==> src/rtl/lat_seq_pkg.sv <==
package lat_seq_pkg;

   typedef enum logic [1:0] {
      TX_MEM_RD = 2'b00,
      TX_MEM_WR = 2'b01,
      TX_REG_RD = 2'b10,
      TX_REG_WR = 2'b11
   } txn_e;

   typedef enum logic [1:0] {
      SQ_IDLE,
      SQ_WAIT,
      SQ_DATA,
      SQ_FAULT
   } seq_e;

   function automatic logic txn_is_read(input txn_e t);
      return (t == TX_MEM_RD) || (t == TX_REG_RD);
   endfunction

endpackage

==> src/rtl/lat_calc.sv <==
module lat_calc
   import lat_seq_pkg::*;
#(
   parameter int CODE_W    = 4,
   parameter int LAT_BASE  = 3,
   parameter int LAT_CODES = 6,
   parameter int LAT_START = 2,
   parameter int CA_CYCLES = 3,
   parameter int CNT_W     = 5
) (
   input  logic [CODE_W-1:0] code,
   input  logic              fixed,
   input  logic              busy,
   input  logic [1:0]        kind,
   output logic [CNT_W-1:0]  target,
   output logic              reserved,
   output logic              is_rd
);

   localparam logic [CODE_W:0]  CODE_LIM = (CODE_W+1)'(LAT_CODES);
   localparam logic [CNT_W-1:0] BASE_OFS = CNT_W'(LAT_BASE);
   localparam logic [CNT_W-1:0] START_AT = CNT_W'(LAT_START);
   localparam logic [CNT_W-1:0] CA_END   = CNT_W'(CA_CYCLES);

   txn_e             t;
   logic [CNT_W-1:0] base;
   logic             dbl;

   always_comb begin
      t        = txn_e'(kind);
      reserved = {1'b0, code} >= CODE_LIM;
      is_rd    = txn_is_read(t);
      base     = CNT_W'(code) + BASE_OFS;
      dbl      = (t != TX_REG_WR) && (fixed || busy);
      if (t == TX_REG_WR) begin
         target = CA_END;
      end else if (dbl) begin
         target = START_AT + (base << 1);
      end else begin
         target = START_AT + base;
      end
   end

endmodule

==> src/rtl/lat_seq.sv <==
module lat_seq
   import lat_seq_pkg::*;
#(
   parameter int CNT_W      = 5,
   parameter int CA_CYCLES  = 3,
   parameter bit COUNT_DOWN = 1'b0
) (
   input  logic             clk,
   input  logic             rst_n,
   input  logic             cs_n,
   input  logic             bad_code,
   input  logic [CNT_W-1:0] tgt_in,
   input  logic             rd_in,
   input  logic             coll_in,
   input  logic             pre_in,
   output logic             waiting,
   output logic             fault,
   output logic             ph_ca,
   output logic             ph_before,
   output logic             ph_pre,
   output logic             ph_hit,
   output logic             rd_q,
   output logic             coll_q,
   output logic             pre_q
);

   seq_e state_q;
   logic start_ev;

   assign start_ev = (state_q == SQ_IDLE) && !cs_n && !bad_code;
   assign waiting  = (state_q == SQ_WAIT);
   assign fault    = (state_q == SQ_FAULT);

   always_ff @(posedge clk) begin
      if (!rst_n) begin
         state_q <= SQ_IDLE;
         rd_q    <= 1'b0;
         coll_q  <= 1'b0;
         pre_q   <= 1'b0;
      end else if (cs_n) begin
         state_q <= SQ_IDLE;
      end else begin
         unique case (state_q)
            SQ_IDLE: begin
               if (bad_code) begin
                  state_q <= SQ_FAULT;
               end else begin
                  state_q <= SQ_WAIT;
                  rd_q    <= rd_in;
                  coll_q  <= coll_in;
                  pre_q   <= pre_in;
               end
            end
            SQ_WAIT:  if (ph_hit) state_q <= SQ_DATA;
            SQ_DATA:  state_q <= SQ_DATA;
            SQ_FAULT: state_q <= SQ_FAULT;
            default:  state_q <= SQ_IDLE;
         endcase
      end
   end

   generate
      if (COUNT_DOWN) begin : g_down
         localparam int CA_W = $clog2(CA_CYCLES + 1);
         localparam logic [CA_W-1:0] CA_LIM = CA_W'(CA_CYCLES);
         logic [CNT_W-1:0] rem_q;
         logic [CA_W-1:0]  ca_q;
         always_ff @(posedge clk) begin
            if (!rst_n) begin
               rem_q <= '0;
               ca_q  <= '0;
            end else if (start_ev) begin
               rem_q <= tgt_in;
               ca_q  <= '0;
            end else if (waiting) begin
               rem_q <= rem_q - 1'b1;
               if (ca_q != CA_LIM) ca_q <= ca_q + 1'b1;
            end
         end
         assign ph_ca     = ca_q < CA_LIM;
         assign ph_before = rem_q != '0;
         assign ph_pre    = rem_q == CNT_W'(1);
         assign ph_hit    = rem_q == '0;
      end else begin : g_up
         logic [CNT_W-1:0] cnt_q;
         logic [CNT_W-1:0] tgt_q;
         always_ff @(posedge clk) begin
            if (!rst_n) begin
               cnt_q <= '0;
               tgt_q <= '0;
            end else if (start_ev) begin
               cnt_q <= '0;
               tgt_q <= tgt_in;
            end else if (waiting) begin
               cnt_q <= cnt_q + 1'b1;
            end
         end
         assign ph_ca     = cnt_q < CNT_W'(CA_CYCLES);
         assign ph_before = cnt_q < tgt_q;
         assign ph_pre    = (cnt_q + 1'b1) == tgt_q;
         assign ph_hit    = cnt_q == tgt_q;
      end
   endgenerate


   start_phase_chk: assert property (@(posedge clk) disable iff (!rst_n)
      start_ev |=> (waiting && ph_ca));

endmodule

==> src/rtl/lat_strobe.sv <==
module lat_strobe (
   input  logic clk,
   input  logic rst_n,
   input  logic waiting,
   input  logic fault,
   input  logic ph_ca,
   input  logic ph_before,
   input  logic ph_pre,
   input  logic ph_hit,
   input  logic rd_q,
   input  logic coll_q,
   input  logic pre_q,
   output logic oe,
   output logic val,
   output logic go,
   output logic err
);

   always_comb begin
      go  = waiting && ph_hit;
      err = fault;
      oe  = waiting && (ph_ca || (rd_q && ph_before));
      if (!waiting)   val = 1'b0;
      else if (ph_ca) val = coll_q;
      else            val = rd_q && pre_q && ph_pre;
   end


   coll_hold_chk: assert property (@(posedge clk) disable iff (!rst_n)
      (waiting && ph_ca && $past(waiting && ph_ca)) |-> $stable(val));


   go_pulse_chk: assert property (@(posedge clk) disable iff (!rst_n)
      go |=> !go);

endmodule

==> src/rtl/refresh_latency_ctrl.sv <==
module refresh_latency_ctrl
   import lat_seq_pkg::*;
#(
   parameter int CODE_W     = 4,
   parameter int LAT_BASE   = 3,
   parameter int LAT_CODES  = 6,
   parameter int LAT_START  = 2,
   parameter int CA_CYCLES  = 3,
   parameter bit COUNT_DOWN = 1'b0
) (
   input  logic              clk,
   input  logic              rst_n,
   input  logic              cs_n,
   input  logic [1:0]        txn_kind,
   input  logic [CODE_W-1:0] lat_code,
   input  logic              fixed_mode,
   input  logic              dummy_strobe_en,
   input  logic              refresh_busy,
   output logic              strb_oe,
   output logic              strb_val,
   output logic              data_go,
   output logic              code_fault
);

   localparam int T_MAX = LAT_START + 2 * (LAT_BASE + LAT_CODES - 1);
   localparam int CNT_W = $clog2(T_MAX + 2);

   initial begin
      assert (CA_CYCLES > LAT_START)
         else $fatal(1, "latency must start inside the address phase");
      assert (LAT_START + LAT_BASE >= CA_CYCLES + 1)
         else $fatal(1, "shortest wait must end after the address phase");
      assert (LAT_CODES >= 1 && LAT_CODES <= (1 << CODE_W))
         else $fatal(1, "legal code count does not fit the code field");
   end

   logic [CNT_W-1:0] tgt;
   logic bad_code, rd_live;
   logic waiting, fault, ph_ca, ph_before, ph_pre, ph_hit;
   logic rd_q, coll_q, pre_q;

   lat_calc #(
      .CODE_W(CODE_W), .LAT_BASE(LAT_BASE), .LAT_CODES(LAT_CODES),
      .LAT_START(LAT_START), .CA_CYCLES(CA_CYCLES), .CNT_W(CNT_W)
   ) calc_i (
      .code(lat_code), .fixed(fixed_mode), .busy(refresh_busy),
      .kind(txn_kind), .target(tgt), .reserved(bad_code), .is_rd(rd_live)
   );

   lat_seq #(
      .CNT_W(CNT_W), .CA_CYCLES(CA_CYCLES), .COUNT_DOWN(COUNT_DOWN)
   ) seq_i (
      .clk(clk), .rst_n(rst_n), .cs_n(cs_n), .bad_code(bad_code),
      .tgt_in(tgt), .rd_in(rd_live), .coll_in(refresh_busy),
      .pre_in(dummy_strobe_en), .waiting(waiting), .fault(fault),
      .ph_ca(ph_ca), .ph_before(ph_before), .ph_pre(ph_pre),
      .ph_hit(ph_hit), .rd_q(rd_q), .coll_q(coll_q), .pre_q(pre_q)
   );

   lat_strobe strb_i (
      .clk(clk), .rst_n(rst_n), .waiting(waiting), .fault(fault),
      .ph_ca(ph_ca), .ph_before(ph_before), .ph_pre(ph_pre),
      .ph_hit(ph_hit), .rd_q(rd_q), .coll_q(coll_q), .pre_q(pre_q),
      .oe(strb_oe), .val(strb_val), .go(data_go), .err(code_fault)
   );


   cs_release_chk: assert property (@(posedge clk) disable iff (!rst_n)
      cs_n |=> (!strb_oe && !strb_val && !data_go && !code_fault));


   fault_quiet_chk: assert property (@(posedge clk) disable iff (!rst_n)
      code_fault |-> (!strb_oe && !data_go));


   idle_val_chk: assert property (@(posedge clk) disable iff (!rst_n)
      !strb_oe |-> !strb_val);

endmodule

==> config.mk <==
export PLATFORM = sky130hd
export DESIGN_NAME = refresh_latency_ctrl
export DESIGN_NICKNAME = d
export VERILOG_FILES = /design/src/rtl/lat_seq_pkg.sv /design/src/rtl/lat_calc.sv /design/src/rtl/lat_seq.sv /design/src/rtl/lat_strobe.sv /design/src/rtl/refresh_latency_ctrl.sv
export SDC_FILE = /design/constraint.sdc
export NUM_CORES = 1
export LEC_CHECK = 0
export CORE_ASPECT_RATIO = 1.25
export CORE_MARGIN = 8
export CORE_UTILIZATION = 39
export CTS_BUF_LIST = sky130_fd_sc_hd__clkbuf_8
export DETAILED_ROUTE_END_ITERATION = 12
export SLEW_MARGIN = 20
export SYNTH_ARGS = -nofsm -noshare
export SYNTH_HDL_FRONTEND = slang
export SYNTH_HIERARCHICAL = 1
export SYNTH_SLANG_ARGS = --single-unit
==> constraint.sdc <==
create_clock -name clk -period 3 [get_ports clk]
set_input_delay 0.3 -clock clk [delete_from_list [all_inputs] [get_ports clk]]
set_output_delay 0.3 -clock clk [all_outputs]
set_load 0.01 [all_outputs]
==> impl_metrics.env <==
export IMPL_status="complete, no violations"
export IMPL_first_global_vias=1015
export IMPL_cp_end_kind="output pin"
export IMPL_slew_viol_final=0
export IMPL_synth_seq_cells=15
export IMPL_finalCritPeriodShare=0.940
export IMPL_area_delta_synth_final_pct=18.7
export IMPL_hp_class="reg -> reg"
export IMPL_setup_viol=0
export IMPL_drt_initial_drc_count=32
export IMPL_fin_area_mm2=0.00140
export IMPL_seq_area_frac_synth=0.255
export IMPL_place_congestion=0.808
export IMPL_synthCells=140
export IMPL_dp_hpwl_um=2030
export IMPL_arrival_ns=2.52
export IMPL_synth_top_flop_cell="dfxtp_1"
export IMPL_cts_tree="done"
export IMPL_worstSkewPairLatency_ns=0.24
export IMPL_fin_nets=181
export IMPL_cts_root_buf="clkbuf_8"
export IMPL_yosysWarnings=6
export IMPL_path_class="reg -> out"
export IMPL_synth_top_area_cell="dfxtp_1"
export IMPL_max_vdd_ir_drop_mv=0.143
export IMPL_core_area_mm2=0.00292
export IMPL_syn_nets=164
export IMPL_rsz0062_at_grt="no"
export IMPL_max_cap_viol_count=0
export IMPL_clk_pin_slew_ns=0.06
export IMPL_synth_top_area_share=0.255
export IMPL_p_total_w=0.000504
export IMPL_cts_repair_timing_setup_buffer_count=0
export IMPL_viasPerCell=5.16
export IMPL_finClkSkew_ns=0.00353
export IMPL_pin_count=16
export IMPL_yosysUniqueCellTypes=38
export IMPL_synth_edff_count=0
export IMPL_grt_max_degree=11
export IMPL_synth_async_reset_ratio=0
export IMPL_stdcell_count=192
export IMPL_routedWlPerCell_um=12.4
export IMPL_worstPathMaxFanout=6
export IMPL_tightest_slew_ns=0.656
export IMPL_start_util=0.403
export IMPL_cts_buffer_depth=2
export IMPL_cts_sinks=15
export IMPL_post_cts_resized=0
export IMPL_relSlewSlack=0.558
export IMPL_drive_gt1_frac=0.0449
export IMPL_placed_cells=188
export IMPL_critPathRequiredTime_ns=2.70
export IMPL_grt_pass1_wl_um=4070
export IMPL_synth_area_mm2=0.00118
export IMPL_cts_hold_buf=0
export IMPL_h_tree_depth=1
export IMPL_drt_total_wl_um=2390
export IMPL_syn_area_per_cell_um2=8.40
export IMPL_n_antenna_cell=0
export IMPL_grt_overflow_total=0
export IMPL_rows=22
export IMPL_die_h_um=77.4
export IMPL_drc=0
export IMPL_fmax_ghz=0.354
export IMPL_synth_area_leaders="dfxtp_1, ha_1, mux2i_1"
export IMPL_min_period_ns=2.82
export IMPL_hold_violations=0
export IMPL_die_x_um=65.1
export IMPL_utilization=0.479
export IMPL_antenna_found_initial=0
export IMPL_nFillCells=298
export IMPL_setup_tns_ns=0
export IMPL_dpl_instance_area_mm2=0.00135
export IMPL_cts_made_buffers=3
export IMPL_p_leak_nw=0.553
export IMPL_via_count=991
export IMPL_die_area_mm2=0.00504
export IMPL_drtPass1Iterations=3
export IMPL_final_antenna_net_count=0
export IMPL_power_density_mw_per_mm2=361
export IMPL_io_buffers=15
export IMPL_grt_usage=0.0988
export IMPL_critPathLaunchType="register"
## final timing paths
path                                                        from                       endpoint  slack [ns]  cells after the start
worst max-delay path            seq_i/g_up.cnt_q[0]$_SDFFE_PP0P_                       strb_val        0.18                      7
worst max register to register  seq_i/g_up.cnt_q[0]$_SDFFE_PP0P_  seq_i/state_q[0]$_SDFFE_PP0P_        1.37                      6
worst min-delay path                   seq_i/coll_q$_SDFFE_PN0P_      seq_i/coll_q$_SDFFE_PN0P_        0.53                      2
worst min register to register         seq_i/coll_q$_SDFFE_PN0P_      seq_i/coll_q$_SDFFE_PN0P_        0.53                      2
## state kept, by name (all words and copies together), names as in the netlist
name,count
seq_i/rd_q,1
seq_i/g_up.cnt_q,5
seq_i/pre_q,1
seq_i/g_up.tgt_q,5
seq_i/coll_q,1
seq_i/state_q,2
## through the flow
step	hold WS, ns	setup WS (ns)
after detailed placement	0.511	0.422
final	0.526	0.179
after floorplan	0.428	0.997
after CTS	0.525	0.154
after global placement	0.507	0.445
after global routing	0.542	0.0654
## power breakdown
group / switching (W) / internal, W
logic: 0.0000658 / 0.0000664
clock network: 0.0000646 / 0.0000903
registers: 0.00000881 / 0.000208
total: 0.000139 / 0.000365
## cells by family (layout without fill, tap and decap cells)
| logic type | after synthesis | in the layout | synth area share |
|---|---|---|---|
| and+or+nand+nor | 50 | 50 | 0.230 |
| AOI/OAI and AO/OA | 26 | 26 | 0.153 |
| adders and majority gates | 12 | 12 | 0.128 |
| xor gates and xnor gates | 11 | 11 | 0.0819 |
| DFF | 15 | 15 | 0.255 |
| buffers and inverters | 15 | 31 | 0.0585 |
| muxes | 11 | 11 | 0.0936 |
## synthesized netlist by cell type, drive strengths merged (2+ instances only)
cell	instances
a21oi	6
ha	12
nand4	2
xor2	6
and2	2
buf	2
o2111ai	2
nand3	3
inv	11
nor2b	13
nand2b	5
dfxtp	15
nand2	9
o21ai	9
a211oi	2
nor2	10
mux2i	11
clkbuf	2
xnor2	5
## worst max-delay path, cell delays in order, from the launching register on
cell,delay [ns]
dfxtp_1,0.42
ha_1,0.29
xor2_1,0.16
or4_1,0.49
a21oi_2,0.13
nand4b_1,0.11
a21boi_1,0.13
clkdlybuf4s50_1,0.55
## per-layer routing
layer,vias to the layer above,wire length [um],GRT usage
met5,-,0,0
met4,0,38,0.0525
met3,2,41,0.0158
met2,11,1260,0.190
met1,460,1050,0.0959
li1,518,-,-
## layout by cell type (no fill, tap or decap), types with 3 or more instances in the layout
cell type and n:
nand2b_1 5, dfxtp_1 15, o21ai_1 3, a21oi_1 5
nor2_1 9, nand2_1 9, nand3_1 3, ha_1 12
clkdlybuf4s50_1 15, xnor2_1 5, mux2i_1 11, nor2b_1 13
clkbuf_8 3, o21ai_0 5, xor2_1 6, inv_1 12
## final cells by class
cell class              instances  area (um^2)  area share
flip-flops and latches         15          300       0.215
well taps                      36         45.0      0.0323
multi-input cells             110          807       0.578
repair buffers                 16          158       0.113
clock inverters                 1         3.75     0.00269
clock buffers                   3         41.3      0.0296
inverters                      11         41.3      0.0296
No activity file was read; power rests on OpenSTA's default activity.
